<file path="config.mk">
export PLATFORM = sky130hd
export DESIGN_NAME = cam_rx_csr
export DESIGN_NICKNAME = d
export VERILOG_FILES = /design/src/rtl/cam_rx_csr_pkg.sv /design/src/rtl/cam_rx_csr_wr_fsm.sv /design/src/rtl/cam_rx_csr_rd_fsm.sv /design/src/rtl/cam_rx_csr_bank.sv /design/src/rtl/cam_rx_csr.sv
export SDC_FILE = /design/constraint.sdc
export NUM_CORES = 1
export LEC_CHECK = 0
export CORE_MARGIN = 2
export CORE_UTILIZATION = 60
export DETAILED_ROUTE_END_ITERATION = 12
export DONT_BUFFER_PORTS = 1
export PLACE_DENSITY = 0.76
export SLEW_MARGIN = 20
export SYNTH_ARGS = -nofsm -noshare
export SYNTH_HDL_FRONTEND = slang
export SYNTH_HIERARCHICAL = 1
export SYNTH_SLANG_ARGS = --single-unit
</file>
<file path="constraint.sdc">
create_clock -name aclk -period 5.2 [get_ports aclk]
set_clock_uncertainty 0.1 [all_clocks]
set_input_delay 1.04 -clock aclk [delete_from_list [all_inputs] [get_ports aclk]]
set_output_delay 1.04 -clock aclk [all_outputs]
set_load 0.02 [all_outputs]
</file>
<file path="src/rtl/cam_rx_csr_pkg.sv">
package cam_rx_csr_pkg;

    localparam int unsigned DW     = 32;
    localparam int unsigned OFS_W  = 7;
    localparam int unsigned CNT_W  = 16;
    localparam int unsigned LANE_W = 2;

    localparam logic [OFS_W-1:0] OFS_CTRL  = 7'h00;
    localparam logic [OFS_W-1:0] OFS_LANES = 7'h04;
    localparam logic [OFS_W-1:0] OFS_STAT  = 7'h10;
    localparam logic [OFS_W-1:0] OFS_GIE   = 7'h20;
    localparam logic [OFS_W-1:0] OFS_ISR   = 7'h24;
    localparam logic [OFS_W-1:0] OFS_IER   = 7'h28;

    localparam int unsigned B_FRAME = 31;
    localparam int unsigned B_WCS   = 22;
    localparam int unsigned B_LANE  = 21;
    localparam int unsigned B_SFULL = 20;
    localparam int unsigned B_SNEMP = 19;
    localparam int unsigned B_LBUF  = 18;
    localparam int unsigned B_STOP  = 17;
    localparam int unsigned B_SOT   = 13;
    localparam int unsigned B_SYNC  = 12;
    localparam int unsigned B_ECC2  = 11;

    localparam logic [DW-1:0] ISR_IMPL =
        (DW'(1) << B_FRAME) | (DW'(1) << B_WCS)   | (DW'(1) << B_LANE) |
        (DW'(1) << B_SFULL) | (DW'(1) << B_SNEMP) | (DW'(1) << B_LBUF) |
        (DW'(1) << B_STOP)  | (DW'(1) << B_SOT)   | (DW'(1) << B_SYNC) |
        (DW'(1) << B_ECC2);

    typedef enum logic [1:0] {
        WR_IDLE,
        WR_HAVE_ADDR,
        WR_HAVE_DATA,
        WR_RESP
    } wr_state_e;

    typedef enum logic {
        RD_IDLE,
        RD_RESP
    } rd_state_e;

endpackage

</file>
<file path="src/rtl/cam_rx_csr_wr_fsm.sv">
module cam_rx_csr_wr_fsm
    import cam_rx_csr_pkg::*;
(
    input  logic             clk,
    input  logic             rst_n,
    input  logic [OFS_W-1:0] awofs,
    input  logic             awvalid,
    output logic             awready,
    input  logic [DW-1:0]    wdata,
    input  logic             wvalid,
    output logic             wready,
    output logic [1:0]       bresp,
    output logic             bvalid,
    input  logic             bready,
    output logic             wr_en,
    output logic [OFS_W-1:0] wr_ofs,
    output logic [DW-1:0]    wr_data
);

    wr_state_e        state_q, state_d;
    logic [OFS_W-1:0] ofs_q;
    logic [DW-1:0]    data_q;

    always_ff @(posedge clk or negedge rst_n) begin
        if (!rst_n) state_q <= WR_IDLE;
        else        state_q <= state_d;
    end

    always_ff @(posedge clk or negedge rst_n) begin
        if (!rst_n) begin
            ofs_q  <= '0;
            data_q <= '0;
        end else begin
            if (awvalid && awready) ofs_q  <= awofs;
            if (wvalid && wready)   data_q <= wdata;
        end
    end

    always_comb begin
        state_d = state_q;
        unique case (state_q)
            WR_IDLE: begin
                if (awvalid && wvalid) state_d = WR_RESP;
                else if (awvalid)      state_d = WR_HAVE_ADDR;
                else if (wvalid)       state_d = WR_HAVE_DATA;
            end
            WR_HAVE_ADDR: if (wvalid)  state_d = WR_RESP;
            WR_HAVE_DATA: if (awvalid) state_d = WR_RESP;
            WR_RESP:      if (bready)  state_d = WR_IDLE;
        endcase
    end

    always_comb begin
        awready = 1'b0;
        wready  = 1'b0;
        bvalid  = 1'b0;
        wr_en   = 1'b0;
        wr_ofs  = awofs;
        wr_data = wdata;
        unique case (state_q)
            WR_IDLE: begin
                awready = 1'b1;
                wready  = 1'b1;
                wr_en   = awvalid && wvalid;
            end
            WR_HAVE_ADDR: begin
                wready = 1'b1;
                wr_en  = wvalid;
                wr_ofs = ofs_q;
            end
            WR_HAVE_DATA: begin
                awready = 1'b1;
                wr_en   = awvalid;
                wr_data = data_q;
            end
            WR_RESP: bvalid = 1'b1;
        endcase
    end

    assign bresp = 2'b00;

endmodule

</file>
<file path="src/rtl/cam_rx_csr_rd_fsm.sv">
module cam_rx_csr_rd_fsm
    import cam_rx_csr_pkg::*;
(
    input  logic             clk,
    input  logic             rst_n,
    input  logic [OFS_W-1:0] arofs,
    input  logic             arvalid,
    output logic             arready,
    output logic [DW-1:0]    rdata,
    output logic [1:0]       rresp,
    output logic             rvalid,
    input  logic             rready,
    output logic [OFS_W-1:0] rd_ofs,
    input  logic [DW-1:0]    rd_word
);

    rd_state_e     state_q, state_d;
    logic [DW-1:0] data_q;

    always_ff @(posedge clk or negedge rst_n) begin
        if (!rst_n) state_q <= RD_IDLE;
        else        state_q <= state_d;
    end

    always_ff @(posedge clk or negedge rst_n) begin
        if (!rst_n)                                data_q <= '0;
        else if (state_q == RD_IDLE && arvalid)    data_q <= rd_word;
    end

    always_comb begin
        state_d = state_q;
        unique case (state_q)
            RD_IDLE: if (arvalid) state_d = RD_RESP;
            RD_RESP: if (rready)  state_d = RD_IDLE;
        endcase
    end

    always_comb begin
        arready = 1'b0;
        rvalid  = 1'b0;
        unique case (state_q)
            RD_IDLE: arready = 1'b1;
            RD_RESP: rvalid  = 1'b1;
        endcase
    end

    assign rd_ofs = arofs;
    assign rdata  = data_q;
    assign rresp  = 2'b00;

endmodule

</file>
<file path="src/rtl/cam_rx_csr_bank.sv">
module cam_rx_csr_bank
    import cam_rx_csr_pkg::*;
#(
    parameter int unsigned MAX_LANES = 4
) (
    input  logic              clk,
    input  logic              rst_n,
    input  logic              wr_en,
    input  logic [OFS_W-1:0]  wr_ofs,
    input  logic [DW-1:0]     wr_data,
    input  logic [OFS_W-1:0]  rd_ofs,
    output logic [DW-1:0]     rd_word,
    input  logic              ev_long_pkt,
    input  logic              ev_frame_end,
    input  logic              ev_wc_short,
    input  logic              ev_spkt_full,
    input  logic              ev_spkt_nempty,
    input  logic              ev_lbuf_full,
    input  logic              ev_stop_state,
    input  logic              ev_sot_err,
    input  logic              ev_sot_sync_err,
    input  logic              ev_ecc_double,
    input  logic              lv_spkt_full,
    input  logic              lv_spkt_nempty,
    input  logic              lv_lbuf_full,
    input  logic              lv_rst_busy,
    output logic              core_en,
    output logic              soft_rst,
    output logic [LANE_W-1:0] active_lanes,
    output logic              gie,
    output logic [DW-1:0]     ier,
    output wire  [DW-1:0]     isr,
    output logic [CNT_W-1:0]  pkt_cnt,
    output logic              irq
);

    localparam logic [LANE_W-1:0] MAX_ENC  = LANE_W'(MAX_LANES - 1);
    localparam logic [CNT_W-1:0]  CNT_TOP  = {CNT_W{1'b1}};

    logic              en_q, srst_q, gie_q;
    logic [LANE_W-1:0] lanes_q;
    logic [DW-1:0]     ier_q;
    logic [CNT_W-1:0]  cnt_q;
    logic [DW-1:0]     set_vec, clr_vec;
    logic              wr_ctrl, wr_lanes, wr_gie, wr_isr, wr_ier;
    logic              lane_bad;

    assign wr_ctrl  = wr_en && (wr_ofs == OFS_CTRL);
    assign wr_lanes = wr_en && (wr_ofs == OFS_LANES);
    assign wr_gie   = wr_en && (wr_ofs == OFS_GIE);
    assign wr_isr   = wr_en && (wr_ofs == OFS_ISR);
    assign wr_ier   = wr_en && (wr_ofs == OFS_IER);
    assign lane_bad = lanes_q > MAX_ENC;

    // control and lane registers survive soft reset
    always_ff @(posedge clk or negedge rst_n) begin
        if (!rst_n) begin
            en_q    <= 1'b1;
            srst_q  <= 1'b0;
            lanes_q <= MAX_ENC;
        end else begin
            if (wr_ctrl) begin
                en_q   <= wr_data[0];
                srst_q <= wr_data[1];
            end
            if (wr_lanes) lanes_q <= wr_data[LANE_W-1:0];
        end
    end

    // soft-reset domain: enables and counter
    always_ff @(posedge clk or negedge rst_n) begin
        if (!rst_n) begin
            gie_q <= 1'b0;
            ier_q <= '0;
            cnt_q <= '0;
        end else if (srst_q) begin
            gie_q <= 1'b0;
            ier_q <= '0;
            cnt_q <= '0;
        end else begin
            if (wr_gie) gie_q <= wr_data[0];
            if (wr_ier) ier_q <= wr_data & ISR_IMPL;
            if (ev_long_pkt && (cnt_q != CNT_TOP)) cnt_q <= cnt_q + 1'b1;
        end
    end

    always_comb begin
        set_vec          = '0;
        set_vec[B_FRAME] = ev_frame_end;
        set_vec[B_WCS]   = ev_wc_short;
        set_vec[B_LANE]  = lane_bad;
        set_vec[B_SFULL] = ev_spkt_full;
        set_vec[B_SNEMP] = ev_spkt_nempty;
        set_vec[B_LBUF]  = ev_lbuf_full;
        set_vec[B_STOP]  = ev_stop_state;
        set_vec[B_SOT]   = ev_sot_err;
        set_vec[B_SYNC]  = ev_sot_sync_err;
        set_vec[B_ECC2]  = ev_ecc_double;
        clr_vec          = wr_isr ? wr_data : '0;
    end

    // one sticky flop per implemented status bit; set beats clear
    for (genvar b = 0; b < DW; b++) begin : g_isr
        if (ISR_IMPL[b]) begin : g_flop
            logic q;
            always_ff @(posedge clk or negedge rst_n) begin
                if (!rst_n)          q <= 1'b0;
                else if (srst_q)     q <= 1'b0;
                else if (set_vec[b]) q <= 1'b1;
                else if (clr_vec[b]) q <= 1'b0;
            end
            assign isr[b] = q;
        end else begin : g_rsvd
            assign isr[b] = 1'b0;
        end
    end

    always_comb begin
        case (rd_ofs)
            OFS_CTRL:  rd_word = {30'b0, srst_q, en_q};
            OFS_LANES: rd_word = {27'b0, MAX_ENC, 1'b0, lanes_q};
            OFS_STAT:  rd_word = {cnt_q, 12'b0, lv_spkt_full, lv_spkt_nempty,
                                  lv_lbuf_full, lv_rst_busy};
            OFS_GIE:   rd_word = {31'b0, gie_q};
            OFS_ISR:   rd_word = isr;
            OFS_IER:   rd_word = ier_q;
            default:   rd_word = '0;
        endcase
    end

    assign core_en      = en_q;
    assign soft_rst     = srst_q;
    assign active_lanes = lanes_q;
    assign gie          = gie_q;
    assign ier          = ier_q;
    assign pkt_cnt      = cnt_q;
    assign irq          = gie_q && |(isr & ier_q);

endmodule

</file>
<file path="src/rtl/cam_rx_csr.sv">
module cam_rx_csr
    import cam_rx_csr_pkg::*;
#(
    parameter int unsigned ADDR_W    = 12,
    parameter int unsigned MAX_LANES = 4
) (
    input  logic              aclk,
    input  logic              aresetn,
    input  logic [ADDR_W-1:0] s_awaddr,
    input  logic              s_awvalid,
    output logic              s_awready,
    input  logic [31:0]       s_wdata,
    input  logic [3:0]        s_wstrb,
    input  logic              s_wvalid,
    output logic              s_wready,
    output logic [1:0]        s_bresp,
    output logic              s_bvalid,
    input  logic              s_bready,
    input  logic [ADDR_W-1:0] s_araddr,
    input  logic              s_arvalid,
    output logic              s_arready,
    output logic [31:0]       s_rdata,
    output logic [1:0]        s_rresp,
    output logic              s_rvalid,
    input  logic              s_rready,
    input  logic              ev_long_pkt,
    input  logic              ev_frame_end,
    input  logic              ev_wc_short,
    input  logic              ev_spkt_full,
    input  logic              ev_spkt_nempty,
    input  logic              ev_lbuf_full,
    input  logic              ev_stop_state,
    input  logic              ev_sot_err,
    input  logic              ev_sot_sync_err,
    input  logic              ev_ecc_double,
    input  logic              lv_spkt_full,
    input  logic              lv_spkt_nempty,
    input  logic              lv_lbuf_full,
    input  logic              lv_rst_busy,
    output logic              core_en,
    output logic              soft_rst,
    output logic [1:0]        active_lanes,
    output logic              irq
);

    logic             wr_en;
    logic [OFS_W-1:0] wr_ofs, rd_ofs;
    logic [DW-1:0]    wr_data, rd_word;
    logic             gie_w;
    logic [DW-1:0]    ier_w;
    wire  [DW-1:0]    isr_w;
    logic [CNT_W-1:0] cnt_w;

    cam_rx_csr_wr_fsm u_wr (
        .clk     (aclk),
        .rst_n   (aresetn),
        .awofs   (s_awaddr[OFS_W-1:0]),
        .awvalid (s_awvalid),
        .awready (s_awready),
        .wdata   (s_wdata),
        .wvalid  (s_wvalid),
        .wready  (s_wready),
        .bresp   (s_bresp),
        .bvalid  (s_bvalid),
        .bready  (s_bready),
        .wr_en   (wr_en),
        .wr_ofs  (wr_ofs),
        .wr_data (wr_data)
    );

    cam_rx_csr_rd_fsm u_rd (
        .clk     (aclk),
        .rst_n   (aresetn),
        .arofs   (s_araddr[OFS_W-1:0]),
        .arvalid (s_arvalid),
        .arready (s_arready),
        .rdata   (s_rdata),
        .rresp   (s_rresp),
        .rvalid  (s_rvalid),
        .rready  (s_rready),
        .rd_ofs  (rd_ofs),
        .rd_word (rd_word)
    );

    cam_rx_csr_bank #(.MAX_LANES(MAX_LANES)) u_bank (
        .clk             (aclk),
        .rst_n           (aresetn),
        .wr_en           (wr_en),
        .wr_ofs          (wr_ofs),
        .wr_data         (wr_data),
        .rd_ofs          (rd_ofs),
        .rd_word         (rd_word),
        .ev_long_pkt     (ev_long_pkt),
        .ev_frame_end    (ev_frame_end),
        .ev_wc_short     (ev_wc_short),
        .ev_spkt_full    (ev_spkt_full),
        .ev_spkt_nempty  (ev_spkt_nempty),
        .ev_lbuf_full    (ev_lbuf_full),
        .ev_stop_state   (ev_stop_state),
        .ev_sot_err      (ev_sot_err),
        .ev_sot_sync_err (ev_sot_sync_err),
        .ev_ecc_double   (ev_ecc_double),
        .lv_spkt_full    (lv_spkt_full),
        .lv_spkt_nempty  (lv_spkt_nempty),
        .lv_lbuf_full    (lv_lbuf_full),
        .lv_rst_busy     (lv_rst_busy),
        .core_en         (core_en),
        .soft_rst        (soft_rst),
        .active_lanes    (active_lanes),
        .gie             (gie_w),
        .ier             (ier_w),
        .isr             (isr_w),
        .pkt_cnt         (cnt_w),
        .irq             (irq)
    );

endmodule

</file>
# --- Yosys cells after proc, flatten, opt, wreduce, memory -nomap -nowiden ---
# Cells that the tools add are included.
classes:
  n_eq_ne: 17
  n_bitwise: 2
  n_lt_le_gt_ge: 1
  n_reduce_logical: 31
  muxes: 56
  addsub: 1
ops:
  columns: ["operator", "count"]
  rows:
  - ["case mux 32 bit (6 select lines)", 1]
  - ["2-to-1 mux 32 bit", 4]
  - ["== test 7 x 6 -> 1 bit (second input constant)", 6]
  - ["2-to-1 mux 1 bit", 39]
  - ["bitwise AND 32 bit", 1]
  - ["2-to-1 mux 16 bit", 2]
  - ["OR reduction 32 bit", 1]
  - ["nonzero test 3 bit", 10]
  - ["adder 16 x 1 -> 16 bit (second input constant)", 1]
  - ["inequality test 16 bit (second input constant)", 1]
  - ["== test 7 x 3 -> 1 bit (second input constant)", 2]
  - ["logical NOT 7 bit", 2]
  - ["2-to-1 mux 2 bit", 6]
  - ["logical AND 1 bit", 11]
  - ["case mux 2 bit (4 select lines)", 1]
  - ["== test 7 x 5 -> 1 bit (second input constant)", 1]
  - ["2-to-1 mux 7 bit", 1]
  - ["inequality test 2 bit (second input constant)", 3]
  - ["nonzero test 2 bit", 3]
  - ["== test 2 bit (second input constant)", 2]
  - ["inequality test 4 x 3 -> 1 bit (second input constant)", 1]
  - ["AND reduction 4 bit", 1]
  - ["OR reduction 2 bit", 2]
  - ["case mux 1 bit (3 select lines)", 1]
  - ["5 further kinds", 5]
totals:
  wordCells: 129
  in_bits: 81
  regBits: 137
  output_inout_bits: 46

# --- Depth between registers and ports, before layout ---
logic_depth:
  ltp_word: 8
  mapped_depth: 12
  depth_no_buf: 10

# --- Hierarchy ---
# Netlist, hierarchy kept.
modules_own_cells:
  columns: ["module", "n_inst", "seq_area_each_um2", "cells_per_inst", "area_per_inst_um2"]
  rows:
  - ["cam_rx_csr_bank", 1, 1004.7, 314, 2797.7]
  - ["cam_rx_csr_wr_fsm", 1, 1026.0, 154, 2312.2]
  - ["cam_rx_csr_rd_fsm", 1, 825.8, 82, 1428.9]

# --- Worst setup path before layout ---
# No wires, ideal clock.
synth_timing:
  path_type: "input to register"
  start: "in s_araddr[1]"
  end: "reg u_rd.data_q[17] (netlist: u_rd/rdata[17])"
  required_time_ps: 5036
  cell_stages: 6
  path_buffers: 1
  setup_time_ps: 64
  t_arrival_ps: 2436
  path_slack_ps: 2600
  path_cell_list: "buf_4 or4b_4 nor4b_4 a22oi_1 nand2_1 mux2_4"
synth_between:
  elab_chain_cells: 2
  elab_cells_between_ends: 7
  cone_classes: "eq/ne (5); mux (1); reduce/logical (1)"
synth_lines:
  columns: ["item", "line", "rtl"]
  rows:
  - ["start: declaration", "cam_rx_csr.sv:19", "input logic [ADDR_W-1:0] s_araddr,"]
  - ["== test 7 x 6 -> 1 bit, or another cell as far along", "cam_rx_csr_bank.sv:119", "case (rd_ofs)"]
  - ["case mux 32 bit (6 select lines) (*)", "cam_rx_csr_bank.sv:119", null]
  - ["named net rd_word[17]", "cam_rx_csr.sv:48", "logic [DW-1:0] wr_data, rd_word;"]
  - ["end signal: assignment", "cam_rx_csr_rd_fsm.sv:27", "else if (state_q == RD_IDLE && arvalid) data_q <= rd_word;"]
  - ["end: declaration", "cam_rx_csr_rd_fsm.sv:18", "logic [DW-1:0] data_q;"]
# The timed path passes the listed nets; every way through them passes the cells marked *.
# A chain may end at the register's enable or synchronous reset.

# --- Worst setup path after layout ---
layout_timing:
  start: "reg u_wr.state_q[1]"
  end: "reg u_bank.lanes_q[0] (netlist: u_bank/active_lanes[0])"
layout_between:
  elab_chain_cells: 4
  elab_cells_between_ends: 8
  cone_classes: "eq/ne (3); mux (3); reduce/logical (2)"
layout_lines:
  columns: ["item", "line", "rtl"]
  rows:
  - ["start: declaration", "cam_rx_csr_wr_fsm.sv:20", "wr_state_e state_q, state_d;"]
  - ["start signal: assignment", "cam_rx_csr_wr_fsm.sv:26", "else state_q <= state_d;"]
  - ["== test 2 x 1 -> 1 bit", "cam_rx_csr_wr_fsm.sv:60", "unique case (state_q)"]
  - ["2-to-1 mux 7 bit", "cam_rx_csr_wr_fsm.sv:60", null]
  - ["named net wr_ofs[1]", "cam_rx_csr.sv:47", "logic [OFS_W-1:0] wr_ofs, rd_ofs;"]
  - ["== test 7 x 3 -> 1 bit", "cam_rx_csr_bank.sv:49", "assign wr_lanes = wr_en && (wr_ofs == OFS_LANES);"]
  - ["logical AND 1 bit", "cam_rx_csr_bank.sv:49", null]
  - ["end signal: assignment", "cam_rx_csr_bank.sv:66", "if (wr_lanes) lanes_q <= wr_data[LANE_W-1:0];"]
  - ["end: declaration", "cam_rx_csr_bank.sv:41", "logic [LANE_W-1:0] lanes_q;"]
# The timed path passes the listed nets, and every way through them passes these cells.

==> results.toml <==
[synthesis]
syn_area_per_cell_um2 = 11.7
yosys_warnings = 6
postSynthCellCount = 436
syn_area_um2 = 5110

[cells_and_area]
num_antenna_cells = 0
drive_gt1_frac = 0.262
nFillCells = 644
nets = 501
area_delta_synth_final_pct = 1.52
utilization = 0.631

[sta]
max_freq_mhz = 321
slew_viol_final = 0
period_share = 0.599
tightest_slew_ns = 1.13
finalHoldViolCount = 0
setup_viol = 0
fin_setup_tns_ns = 0
rsz0062_at_grt = "no"
max_slew_margin = 0.242
min_period_ns = 3.12

[die]
rows = 33
start_util = 0.622
die_area_um2 = 9270
core_area_um2 = 8220
die-width_um = 96.3
pin_count = 127
die_h_um = 96.3

[outcome]
outcome = "completed"

[clocking]
cts.sinks = 94
htreeDepth = 3
ctsLongestPathBuffers = 2
root_buffer = "clkbuf_8"
cts_resized = 0
holdBufCountCts = 0
cts_setup_buffers = 0
clk_pin_slew_worst_paths_ns = 0.09
cts_buffers = 9
cts_tree = "yes"
clock_latency_ns = 0.36

[drt]
wl_mm = 10.3
drt_iter0_drc = 121
drc = 0
wl_per_cell_um = 19.7
dr_total_vias = 3248
ant_nets = 0
routed_via_density = 6.19
drtPass1Iterations = 4

[grt]
grt_pass1_wl_mm = 16.0
grt_max_degree = 95
overflow = 0
grt_use_total = 0.229
antenna_found_initial = 0
grt_pass1_vias = 3231

[setup_path]
startpoint_type = "flip-flop"
worstPathArrival_ns = 3.32
endpoint_kind = "flip-flop"
cp_data_required_time_ns = 5.40
critical_path_class = "flip-flop to flip-flop"
path_max_fanout = 10

[flow_run]
maxCapViolCount = 0

[power]
leakage_nw = 2.42
p_per_area_nw_per_um2 = 461
ir_drop_v = 0.000193
p_total_mw = 2.39

[hold_path]
hold_class = "primary input to asynchronous set/reset pin"

[placement]
gp_congestion = 0.830
io_buffers = 0
dp_hpwl_mm = 7.14
## layout make-up
class	instances	area, um2	area share
clock buffer	12	145	0.0280
sequential	94	2360	0.454
multi-input combinational	299	2430	0.469
inverter	8	30.0	0.00579
clock inverter	4	70.1	0.0135
tap	105	131	0.0253
timing repair buffer	3	22.5	0.00434
## worst paths after layout
kind / to / depth (start not counted) / slack [ns] / from
max: u_bank/active_lanes[0] / 6 / 2.08 / u_wr/state_q[1]
min: u_wr/data_q[17] / 0 / 0.27 / aresetn
max reg2reg: u_bank/active_lanes[0] / 6 / 2.08 / u_wr/state_q[1]
min reg2reg: u_wr/ofs_q[3] / 1 / 0.41 / u_wr/ofs_q[3]
max in group asynchronous: u_bank/active_lanes[1] / 0 / 4.48 / aresetn
min in group aclk: u_wr/ofs_q[3] / 1 / 0.41 / u_wr/ofs_q[3]
## routing by layer
metal	vias up	share of wire	global-route usage
li1	1483	-	-
met1	1659	0.42	0.291
met2	95	0.50	0.378
met3	11	0.071	0.0603
met4	0	0.012	0.0821
met5	-	0	0
## stage by stage
step	cells	cell area [um2]	hold slack, ns	setup WS, ns
floorplan	445	5140	0.374	2.60
global placement	509	4970	0.382	2.18
detailed placement	509	4970	0.388	2.13
CTS	525	5180	0.250	2.12
global route	525	5180	0.245	1.81
finish	525	5180	0.269	2.08
## report_power, final
group	internal, mW	switching [mW]
combinational	0.374	0.362
clock	0.283	0.249
sequential	0.929	0.196
## state kept, by name (all words and copies together), names as in the netlist
signal / flops
u_bank/core_en: 1
u_bank/active_lanes: 2
u_wr/state_q: 2
u_wr/data_q: 12
u_bank/g_isr.g_flop.q: 9
u_wr/ofs_q: 7
u_bank/ier: 10
u_bank/pkt_cnt: 16
u_rd/state_q: 1
u_bank/soft_rst: 1
u_bank/gie: 1
u_rd/rdata: 32
## critical path, stage by stage, from the launching register on
cell and delay, ns:
dfrtp_1 0.43, inv_1 0.10, ha_1 0.41, mux2_2 0.42, nor4b_2 0.98, nand2_1 0.27, mux2_2 0.35
## placed cells by master (no fill, tap or decap), types with 2 or more instances in the layout
cell type,instances
buf_4,3
inv_1,8
clkbuf_8,10
a31oi_1,3
nor2b_1,3
nor4_1,2
clkinv_2,2
or3_1,7
a21oi_1,23
mux2i_1,16
and2_1,10
a22oi_1,8
o31ai_1,2
nand2b_1,2
o21ai_0,9
ha_1,5
nand2_1,20
mux2_2,37
bufinv_16,2
and4_1,3
nand4_1,6
or4_1,2
and3_1,6
clkbuf_1,2
conb_1,12
nand4_2,2
nor4b_1,2
dfstp_2,3
nand3_1,16
nor2_1,32
dfrtp_1,91
nor3_1,6
a22o_1,5
mux2_4,40
(Power assumes the default switching activity.)
